[src/rtl/ecc_errlog_pkg.sv]
package ecc_errlog_pkg;
    localparam int REG_W    = 32;
    localparam int OFF_W    = 7;
    localparam int CE_CNT_W = 8;
    localparam int UE_CNT_W = 4;

    localparam logic [REG_W-1:0] UNLOCK_KEY = 32'hFC600309;

    localparam logic [OFF_W-1:0] OFF_KEY     = 7'h00;
    localparam logic [OFF_W-1:0] OFF_CFG     = 7'h04;
    localparam logic [OFF_W-1:0] OFF_ISR     = 7'h50;
    localparam logic [OFF_W-1:0] OFF_UE_ADDR = 7'h58;
    localparam logic [OFF_W-1:0] OFF_CE_ADDR = 7'h5C;

    localparam int CFG_ECC_BIT  = 7;
    localparam int CFG_DDR4_BIT = 4;
    localparam int ISR_CLR_BIT  = 31;
    localparam int ISR_CE_LSB   = 16;
    localparam int ISR_UE_LSB   = 12;
    localparam int IEN_CE_BIT   = 0;
    localparam int IEN_UE_BIT   = 1;

    typedef enum logic {
        CAP_FIRST = 1'b0,
        CAP_LAST  = 1'b1
    } cap_mode_e;

    typedef struct packed {
        logic ecc_en;
        logic ddr4;
        logic clr;
        logic ien_ce;
        logic ien_ue;
    } ctl_t;
endpackage

[src/rtl/errlog_lock.sv]
module errlog_lock
    import ecc_errlog_pkg::*;
(
    input  logic             clk,
    input  logic             rst_n,
    input  logic             key_wr,
    input  logic [REG_W-1:0] key_val,
    output logic             unlocked_o
);
    logic unlocked_d, unlocked_q;

    always_comb begin
        unlocked_d = unlocked_q;
        if (key_wr) begin
            unlocked_d = (key_val == UNLOCK_KEY);
        end
    end

    always_ff @(posedge clk or negedge rst_n) begin
        if (!rst_n) unlocked_q <= 1'b0;
        else        unlocked_q <= unlocked_d;
    end

    assign unlocked_o = unlocked_q;
endmodule

[src/rtl/errlog_sat_counter.sv]
module errlog_sat_counter #(
    parameter int CNT_W = 8
) (
    input  logic             clk,
    input  logic             rst_n,
    input  logic             clr,
    input  logic             inc,
    output logic [CNT_W-1:0] count_o
);
    localparam logic [CNT_W-1:0] CNT_MAX = {CNT_W{1'b1}};

    logic [CNT_W-1:0] count_d, count_q;

    always_comb begin
        count_d = count_q;
        if (clr) begin
            count_d = '0;
        end else if (inc && (count_q != CNT_MAX)) begin
            count_d = count_q + 1'b1;
        end
    end

    always_ff @(posedge clk or negedge rst_n) begin
        if (!rst_n) count_q <= '0;
        else        count_q <= count_d;
    end

    assign count_o = count_q;

    // a full counter stays full
    assert_count_saturates_R5: assert property (@(posedge clk) disable iff (!rst_n)
        (count_q == CNT_MAX && !clr) |=> (count_q == CNT_MAX));

    // each pulse below the limit adds exactly one
    assert_count_steps_R6: assert property (@(posedge clk) disable iff (!rst_n)
        (inc && !clr && count_q != CNT_MAX) |=> (count_q == $past(count_q) + 1'b1));

    // clear dominates a coincident pulse
    assert_clear_wins_R10: assert property (@(posedge clk) disable iff (!rst_n)
        clr |=> (count_q == '0));
endmodule

[src/rtl/errlog_addr_capture.sv]
module errlog_addr_capture
    import ecc_errlog_pkg::*;
#(
    parameter int        ADDR_W = 32,
    parameter cap_mode_e MODE   = CAP_LAST
) (
    input  logic              clk,
    input  logic              rst_n,
    input  logic              clr,
    input  logic              evt,
    input  logic [ADDR_W-1:0] evt_addr,
    output logic [ADDR_W-1:0] addr_o
);
    logic [ADDR_W-1:0] addr_d, addr_q;

    generate
        if (MODE == CAP_FIRST) begin : g_first
            logic held_d, held_q;

            always_comb begin
                addr_d = addr_q;
                held_d = held_q;
                if (clr) begin
                    addr_d = '0;
                    held_d = 1'b0;
                end else if (evt && !held_q) begin
                    addr_d = evt_addr;
                    held_d = 1'b1;
                end
            end

            always_ff @(posedge clk or negedge rst_n) begin
                if (!rst_n) held_q <= 1'b0;
                else        held_q <= held_d;
            end

            // once an address is held, only a clear can change it
            assert_first_held_R7: assert property (@(posedge clk) disable iff (!rst_n)
                (held_q && !clr) |=> $stable(addr_q));
        end else begin : g_last
            always_comb begin
                addr_d = addr_q;
                if (clr) begin
                    addr_d = '0;
                end else if (evt) begin
                    addr_d = evt_addr;
                end
            end

            // every event overwrites the stored address
            assert_last_tracks_R8: assert property (@(posedge clk) disable iff (!rst_n)
                (evt && !clr) |=> (addr_q == $past(evt_addr)));
        end
    endgenerate

    always_ff @(posedge clk or negedge rst_n) begin
        if (!rst_n) addr_q <= '0;
        else        addr_q <= addr_d;
    end

    assign addr_o = addr_q;
endmodule

[src/rtl/ecc_errlog_regs.sv]
module ecc_errlog_regs
    import ecc_errlog_pkg::*;
#(
    parameter int EVT_ADDR_W = 32
) (
    input  logic                  clk,
    input  logic                  rst_n,
    input  logic                  bus_sel,
    input  logic                  bus_wr,
    input  logic [OFF_W-1:0]      bus_off,
    input  logic [REG_W-1:0]      bus_wdata,
    output logic [REG_W-1:0]      bus_rdata,
    input  logic                  ce_evt,
    input  logic [EVT_ADDR_W-1:0] ce_evt_addr,
    input  logic                  ue_evt,
    input  logic [EVT_ADDR_W-1:0] ue_evt_addr,
    output logic                  irq
);
    ctl_t ctl_d, ctl_q;

    logic                  unlocked;
    logic                  wr_any;
    logic                  wr_ok;
    logic [CE_CNT_W-1:0]   ce_cnt;
    logic [UE_CNT_W-1:0]   ue_cnt;
    logic [EVT_ADDR_W-1:0] ce_addr;
    logic [EVT_ADDR_W-1:0] ue_addr;
    logic                  irq_d, irq_q;

    assign wr_any = bus_sel && bus_wr;
    assign wr_ok  = wr_any && unlocked;

    errlog_lock u_lock (
        .clk        (clk),
        .rst_n      (rst_n),
        .key_wr     (wr_any && (bus_off == OFF_KEY)),
        .key_val    (bus_wdata),
        .unlocked_o (unlocked)
    );

    errlog_sat_counter #(.CNT_W(CE_CNT_W)) u_ce_cnt (
        .clk     (clk),
        .rst_n   (rst_n),
        .clr     (ctl_q.clr),
        .inc     (ce_evt),
        .count_o (ce_cnt)
    );

    errlog_sat_counter #(.CNT_W(UE_CNT_W)) u_ue_cnt (
        .clk     (clk),
        .rst_n   (rst_n),
        .clr     (ctl_q.clr),
        .inc     (ue_evt),
        .count_o (ue_cnt)
    );

    errlog_addr_capture #(.ADDR_W(EVT_ADDR_W), .MODE(CAP_LAST)) u_ce_cap (
        .clk      (clk),
        .rst_n    (rst_n),
        .clr      (ctl_q.clr),
        .evt      (ce_evt),
        .evt_addr (ce_evt_addr),
        .addr_o   (ce_addr)
    );

    errlog_addr_capture #(.ADDR_W(EVT_ADDR_W), .MODE(CAP_FIRST)) u_ue_cap (
        .clk      (clk),
        .rst_n    (rst_n),
        .clr      (ctl_q.clr),
        .evt      (ue_evt),
        .evt_addr (ue_evt_addr),
        .addr_o   (ue_addr)
    );

    // next-state of the control fields
    always_comb begin
        ctl_d = ctl_q;
        if (wr_ok && (bus_off == OFF_CFG)) begin
            ctl_d.ecc_en = bus_wdata[CFG_ECC_BIT];
            ctl_d.ddr4   = bus_wdata[CFG_DDR4_BIT];
        end
        if (wr_ok && (bus_off == OFF_ISR)) begin
            ctl_d.clr    = bus_wdata[ISR_CLR_BIT];
            ctl_d.ien_ce = bus_wdata[IEN_CE_BIT];
            ctl_d.ien_ue = bus_wdata[IEN_UE_BIT];
        end
    end

    always_ff @(posedge clk or negedge rst_n) begin
        if (!rst_n) ctl_q <= '0;
        else        ctl_q <= ctl_d;
    end

    // interrupt level follows the logged state
    always_comb begin
        irq_d = (ctl_q.ien_ce && (ce_cnt != '0)) || (ctl_q.ien_ue && (ue_cnt != '0));
    end

    assign irq_q = irq_d;
    assign irq   = irq_q;

    // read mux
    always_comb begin
        bus_rdata = '0;
        unique case (bus_off)
            OFF_KEY: bus_rdata[0] = unlocked;
            OFF_CFG: begin
                bus_rdata[CFG_ECC_BIT]  = ctl_q.ecc_en;
                bus_rdata[CFG_DDR4_BIT] = ctl_q.ddr4;
            end
            OFF_ISR: begin
                bus_rdata[ISR_CLR_BIT]                       = ctl_q.clr;
                bus_rdata[ISR_CE_LSB +: CE_CNT_W]            = ce_cnt;
                bus_rdata[ISR_UE_LSB +: UE_CNT_W]            = ue_cnt;
                bus_rdata[IEN_CE_BIT]                        = ctl_q.ien_ce;
                bus_rdata[IEN_UE_BIT]                        = ctl_q.ien_ue;
            end
            OFF_UE_ADDR: bus_rdata = REG_W'(ue_addr);
            OFF_CE_ADDR: bus_rdata = REG_W'(ce_addr);
            default:     bus_rdata = '0;
        endcase
    end

    // a locked bank ignores control writes
    assert_locked_write_ignored_R3: assert property (@(posedge clk) disable iff (!rst_n)
        (wr_any && !unlocked && bus_off != OFF_KEY) |=> $stable(ctl_q));

    // the key opens the bank on the next cycle
    assert_key_unlocks_R2: assert property (@(posedge clk) disable iff (!rst_n)
        (wr_any && bus_off == OFF_KEY && bus_wdata == UNLOCK_KEY) |=> unlocked);

    // the cycle after a clear is seen, the interrupt is quiet
    assert_clear_quiets_irq_R10: assert property (@(posedge clk) disable iff (!rst_n)
        ctl_q.clr |=> !irq);

    // with both enables low there is no interrupt
    assert_irq_needs_enable_R9: assert property (@(posedge clk) disable iff (!rst_n)
        (!ctl_q.ien_ce && !ctl_q.ien_ue) |-> !irq);
endmodule

[config.mk]
export PLATFORM = sky130hd
export DESIGN_NAME = ecc_errlog_regs
export DESIGN_NICKNAME = d
export VERILOG_FILES = /design/src/rtl/ecc_errlog_pkg.sv /design/src/rtl/errlog_lock.sv /design/src/rtl/errlog_sat_counter.sv /design/src/rtl/errlog_addr_capture.sv /design/src/rtl/ecc_errlog_regs.sv
export SDC_FILE = /design/constraint.sdc
export NUM_CORES = 1
export LEC_CHECK = 0
export BUFFER_PORTS_ARGS = -buffer_cell sky130_fd_sc_hd__buf_2
export CORE_MARGIN = 2
export CORE_UTILIZATION = 35
export CTS_CLUSTER_DIAMETER = 150
export CTS_CLUSTER_SIZE = 14
export DETAILED_ROUTE_END_ITERATION = 8
export PLACE_DENSITY = 0.67
export SLEW_MARGIN = 10
export SYNTH_ARGS = -nofsm -noshare
export SYNTH_HDL_FRONTEND = slang
export SYNTH_HIERARCHICAL = 1
export SYNTH_SLANG_ARGS = --single-unit
[constraint.sdc]
create_clock -name clk -period 2.08 [get_ports clk]
set_clock_uncertainty 0.1 [all_clocks]
set_input_delay 0.208 -clock clk [delete_from_list [all_inputs] [get_ports clk]]
set_output_delay 0.208 -clock clk [all_outputs]
set_load 0.01 [all_outputs]
# After elaboration in Yosys (flattened, before gate mapping)
# Cells that the tools add are included.
[word_totals]
inputBits = 109
wordCells = 59
ff_bits = 83
output_inout_bits = 33
[classes]
muxes = 20
reduce_logical = 19
n_eq_ne = 7
addsub = 2
[op_table]
columns = ["op", "n"]
rows = [
  ["$mux 32", 4],
  ["$pmux 12 s3", 1],
  ["$eq 32x32->1 const B", 1],
  ["$eq 7x7->1 const B", 3],
  ["$mux 8", 2],
  ["$pmux 7 s2", 1],
  ["$pmux 1 s3", 4],
  ["$logic_and 1x1->1", 10],
  ["$add 8x1->8 const B", 1],
  ["$mux 4", 2],
  ["$ne 8x8->1 const B", 1],
  ["$pmux 2 s2", 2],
  ["$pmux 4 s2", 1],
  ["$reduce_bool 2->1", 4],
  ["$reduce_bool 8->1", 1],
  ["$eq 7x3->1 const B", 1],
  ["$logic_not 7->1", 1],
  ["$add 4x1->4 const B", 1],
  ["$ne 4x4->1 const B", 1],
  ["$pmux 1 s4", 1],
  ["$reduce_bool 4->1", 1],
  ["$mux 1", 2],
  ["$logic_not 1->1", 1],
  ["$logic_or 1x1->1", 1],
]

# Logic depth before layout (Yosys ltp)
[depth]
ltp_word = 4
mapped_depth = 6
mapped_depth_nobuf = 5

# Modules after synthesis
# The synthesis kept the hierarchy.
[by_module_without_submodules]
columns = ["module", "instances", "area_each_um2", "seq_area_each_um2", "cells_each"]
rows = [
  ["errlog_addr_capture (u_ue_cap)", 1, 1662.8, 825.8, 148],
  ["errlog_addr_capture (u_ce_cap)", 1, 1323.8, 800.8, 103],
  ["ecc_errlog_regs", 1, 967.2, 125.1, 102],
  ["errlog_sat_counter (u_ce_cnt)", 1, 464.2, 200.2, 49],
  ["errlog_sat_counter (u_ue_cnt)", 1, 229.0, 100.1, 20],
  ["errlog_lock", 1, 142.6, 25.0, 15],
]

# Worst setup path before layout
# OpenSTA, ideal clock, no wires.
[synth_timing]
kind = "flip-flop to flip-flop"
from = "register u_ce_cnt.count_q[0] (netlist: u_ce_cnt/count_o[0])"
to = "register u_ce_cnt.count_q[0] (netlist: u_ce_cnt/count_o[0])"
required_ps = 1855
setup_slack_ps = 368
n_path_buf = 0
stages_incl_launch_ff = 5
setup_ps = 125
period_less_slack_ps = 1712
arrival_ps = 1487
path_cell_list = "dfrtp_1 > ha_1 > and4_2 > a21boi_1 > mux2_2"
[synth_via]
elab_chain_cells = 3
elab_cells_between_ends = 6
cone_classes = "1 x add/sub; 1 x eq/ne; 2 x mux; 2 x reduce/logical"
[synth_lines]
columns = ["element", "line_no", "source"]
rows = [
  ["start: declaration", "errlog_sat_counter.sv:12", "logic [CNT_W-1:0] count_d, count_q;"],
  ["start signal: assignment", "errlog_sat_counter.sv:25", "else count_q <= count_d;"],
  ["$add 8x1->8 / $ne 8x8->1 (equally long branches)", "errlog_sat_counter.sv:19, errlog_sat_counter.sv:18", ""],
  ["$mux 8 / $logic_and 1x1->1 (equally long branches)", "errlog_sat_counter.sv:18", "end else if (inc && (count_q != CNT_MAX)) begin"],
  ["$mux 8 / $reduce_bool 2->1 (equally long branches)", "n/a", ""],
]
# Parallel ways exist; a longest one is shown, timed or not. The select of a mux whose other input is x is not followed.
# A chain may end at the register's enable or synchronous reset.

# Worst setup path in the final report
[layout_timing]
from = "register u_ce_cnt.count_q[4] (netlist: u_ce_cnt/count_o[4])"
to = "output port irq"
[layout_via]
elab_chain_cells = 3
[layout_lines]
columns = ["element", "line_no", "source"]
rows = [
  ["$reduce_bool 8->1", "ecc_errlog_regs.sv:96", "irq_d = (ctl_q.ien_ce && (ce_cnt != '0)) || (ctl_q.ien_ue && (ue_cnt != '0));"],
  ["$logic_and 1x1->1", "ecc_errlog_regs.sv:96", ""],
  ["$logic_or 1x1->1", "ecc_errlog_regs.sv:96", ""],
  ["end: declaration", "ecc_errlog_regs.sv:17", "output logic irq"],
]
# Every way passes these cells.

==> results.toml <==
[status]
status = "finished, final reports clean"

[timing]
tightest_slew_ns = 0.5297
fin_hold_ws_ns = 0.01449
rsz0062_at_grt = "false"
finalSetupViolations = 0
report.final.slew_viol_count = 0
period_minus_slack_ns = 2.016
setup_tns_ns = 0
maxClockFrequency_ghz = 0.4961
slew_headroom_pct = 64.68
period_share_pct = 96.90
hold_violations = 0

[layout]
multiInputGateArea_sq_um = 2456
seqCellArea_sq_um = 2085
final_area_sq_um = 5917
area_delta_synth_final_pct = 23.54
final_nets = 683
nFillCells = 1246
drive_gt1_share_pct = 34.90

[synth]
async_flop_share_pct = 100.0
avgSynthCellArea_sq_um = 10.96
synthDistinctLibCells = 52
synth-compound-area-share_pct = 9.822
ys_seq_area_share_pct = 43.36
synth_fa_ha_area_share_pct = 0.5225
synth_top_family_by_area = "simple AND/OR/NAND/NOR gates"
synth_ff_type = "dfrtp_1"
synth-seq-cells = 83
syn-cell-area_sq_um = 4790
synthSimpleGateAreaFrac_pct = 25.08
syn_inst = 437
synthMuxAreaShare_pct = 15.75
syn-num-nets = 548
synth_xor_area_share_pct = 0
synth-edff-count = 0
yosysWarningCount = 6

[clocking]
cts_tree = "yes"
htree_levels = 3
cts.sinks = 83
max-clock-path-buffers = 2
numCtsBuffers = 9
clk_latency_ns = 0.34
cts_setup_buffers = 0
clk_pin_slew_ns = 0.06
cts_root_buf = "clkbuf_16"

[placement]
place_area_sq_um = 5605
port_buffers = 141
dp_hpwl_um = 8617
gp_congestion = 0.8602

[die]
start_util_pct = 36.02
num_rows = 42
die_h_um = 121.0
io_pins = 142
die_w_um = 121.0
coreArea_sq_um = 13300
die_area_sq_um = 14640

[worst_setup_path]
max_stage_delay_ns = 0.55
cp_slowest_cell = "or4_1"
cp.arrival_ns = 1.71
worstSetupEndpointType = "output port"
worstPathRequired_ns = 1.77
crit_path_start_kind = "flip-flop"
critPathKind = "reg2out"
crit_fanout = 5
cp_cell_sequence = "or4_1 > o21ai_1 > nand2_1 > buf_2"

[global_routing]
overflow = 0
grt_first_pass_wirelength_um = 20030
grt.total_usage_pct = 17.52
first_global_vias = 3899
grt_max_degree = 116
antenna_found_initial = 1

[drt]
antenna_left = 0
via_per_inst = 5.092
wire_per_inst_um = 16.62
routed_wl_um = 12520
first_iter_violations = 212
vias = 3834
dr.pass1.iters = 4
drc = 0

[job]
timing.max_cap.violations = 0

[power]
powerDensity_nw_per_um2 = 764.9
p_leak_nw = 2.801
peakVddDrop_mv = 0.4292

[hold_path]
min_path_type = "in2reg"
-- where the power goes --
| part | internal, mW | switching (mW) | leakage (nW) |
|---|---|---|---|
| clock | 0.834 | 0.628 | 0.126 |
| sequential | 1.89 | 0.308 | 0.973 |
| combinational | 0.435 | 0.431 | 1.70 |
| total | 3.16 | 1.37 | 2.80 |
-- worst max-delay path, delay by kind of cell (launching register included) --
family | cells | cell delay, ns
and+or+nand+nor | 2 | 0.63
DFF | 1 | 0.44
buffers and inverters | 1 | 0.16
AOI/OAI and AO/OA | 1 | 0.14
-- cell type report --
type / count / area share (%)
multi-input combinational: 318 / 41.51
sequential: 83 / 35.23
timing repair buffer: 158 / 14.93
clock buffer: 13 / 4.229
tap: 176 / 3.722
clock inverter: 2 / 0.2115
inverter: 2 / 0.1269
antenna: 1 / 0.04229
-- worst paths after layout --
kind	startpoint	endpoint	slack, ns	cells after the start
setup reg to reg	u_ce_cnt/count_o[0]	u_ce_cnt/count_o[0]	0.25	4
min in group asynchronous	rst_n	u_ce_cap/addr_o[7]	0.29	2
max in group asynchronous	rst_n	u_ue_cap/addr_o[17]	0.96	3
hold reg to reg	ctl_q[3]	ctl_q[3]	0.41	1
hold / removal	ce_evt_addr[14]	u_ce_cap/addr_o[14]	0.01	3
setup / recovery	u_ce_cnt/count_o[4]	irq	0.06	4
-- registers in the layout (all words and copies together) (netlist names) --
register / cells
ctl_q: 5
u_ce_cap/addr_o: 32
u_ce_cnt/count_o: 8
u_lock/unlocked_o: 1
u_ue_cap/addr_o: 32
u_ue_cap/g_first.held_q: 1
u_ue_cnt/count_o: 4
-- synthesized netlist by cell type, drive strengths merged (5+ instances only) --
library cell	count	area, sq um
dfrtp	83	2077
mux2i	66	660.6
nor2	55	206.5
nand2b	38	237.7
o21ai	35	175.2
nand4bb	32	360.4
buf	23	211.5
o2bb2ai	16	202.7
clkbuf	11	42.54
mux2	8	93.84
nor3	7	35.03
nand3	6	35.03
nor2b	6	52.55
a21oi	5	25.02
and3	5	36.28
nand4	5	31.28
-- layer usage --
layer  vias up  GRT usage, %  routed length (um)
li1       1857             -                   -
met1      1865         23.65                5656
met2       101         28.51                6003
met3        11         2.961                 685
met4         0         5.814                 171
met5         -             0                   0
-- what timing repair did --
| action | in CTS | in global routing |
|---|---|---|
| setup endpoints to repair | 0 | 1 |
| hold buffers | 4 | 0 |
| resized for setup | 0 | 6 |
| endpoints found under the hold margin | 39 | 0 |
-- stage by stage --
step / setup WS, ns / power [mW] / instances / utilization, %
floorplan: 0.3679 / 2.718 / 437 / -
global placement: 0.3049 / 3.013 / 733 / 42.16
detailed placement: 0.2302 / 3.072 / 733 / 42.16
CTS: 0.004961 / 4.563 / 752 / 44.44
global route: 0.0007463 / 4.796 / 753 / 44.50
finish: 0.06444 / 4.526 / 753 / 44.50
-- placed cells by master (no fill, tap or decap), drive strengths merged, types with 2 or more instances in the layout --
master         n
nand2b        38
and4b          4
clkbuf        13
dfrtp         83
buf          154
nand4bb       32
nor3           7
nor2          55
a21oi          5
nand3          6
inv            2
o2bb2ai       16
or4            2
nand4          5
and4           3
o21ai         35
nand2          4
mux2           8
ha             2
nor4b          3
nor4           3
and3           5
mux2i         66
nor2b          6
dlygate4sd3    4
-- cells by family (layout without fill, tap and decap cells) --
logic type                 Yosys count  in the layout
buffers and inverters               36            175
muxes                               74             74
AOI/OAI and AO/OA                   64             64
DFF                                 83             83
adders and majority gates            2              2
other                                0              1
and+or+nand+nor                    178            178
Power figures use the tool's default switching activity.
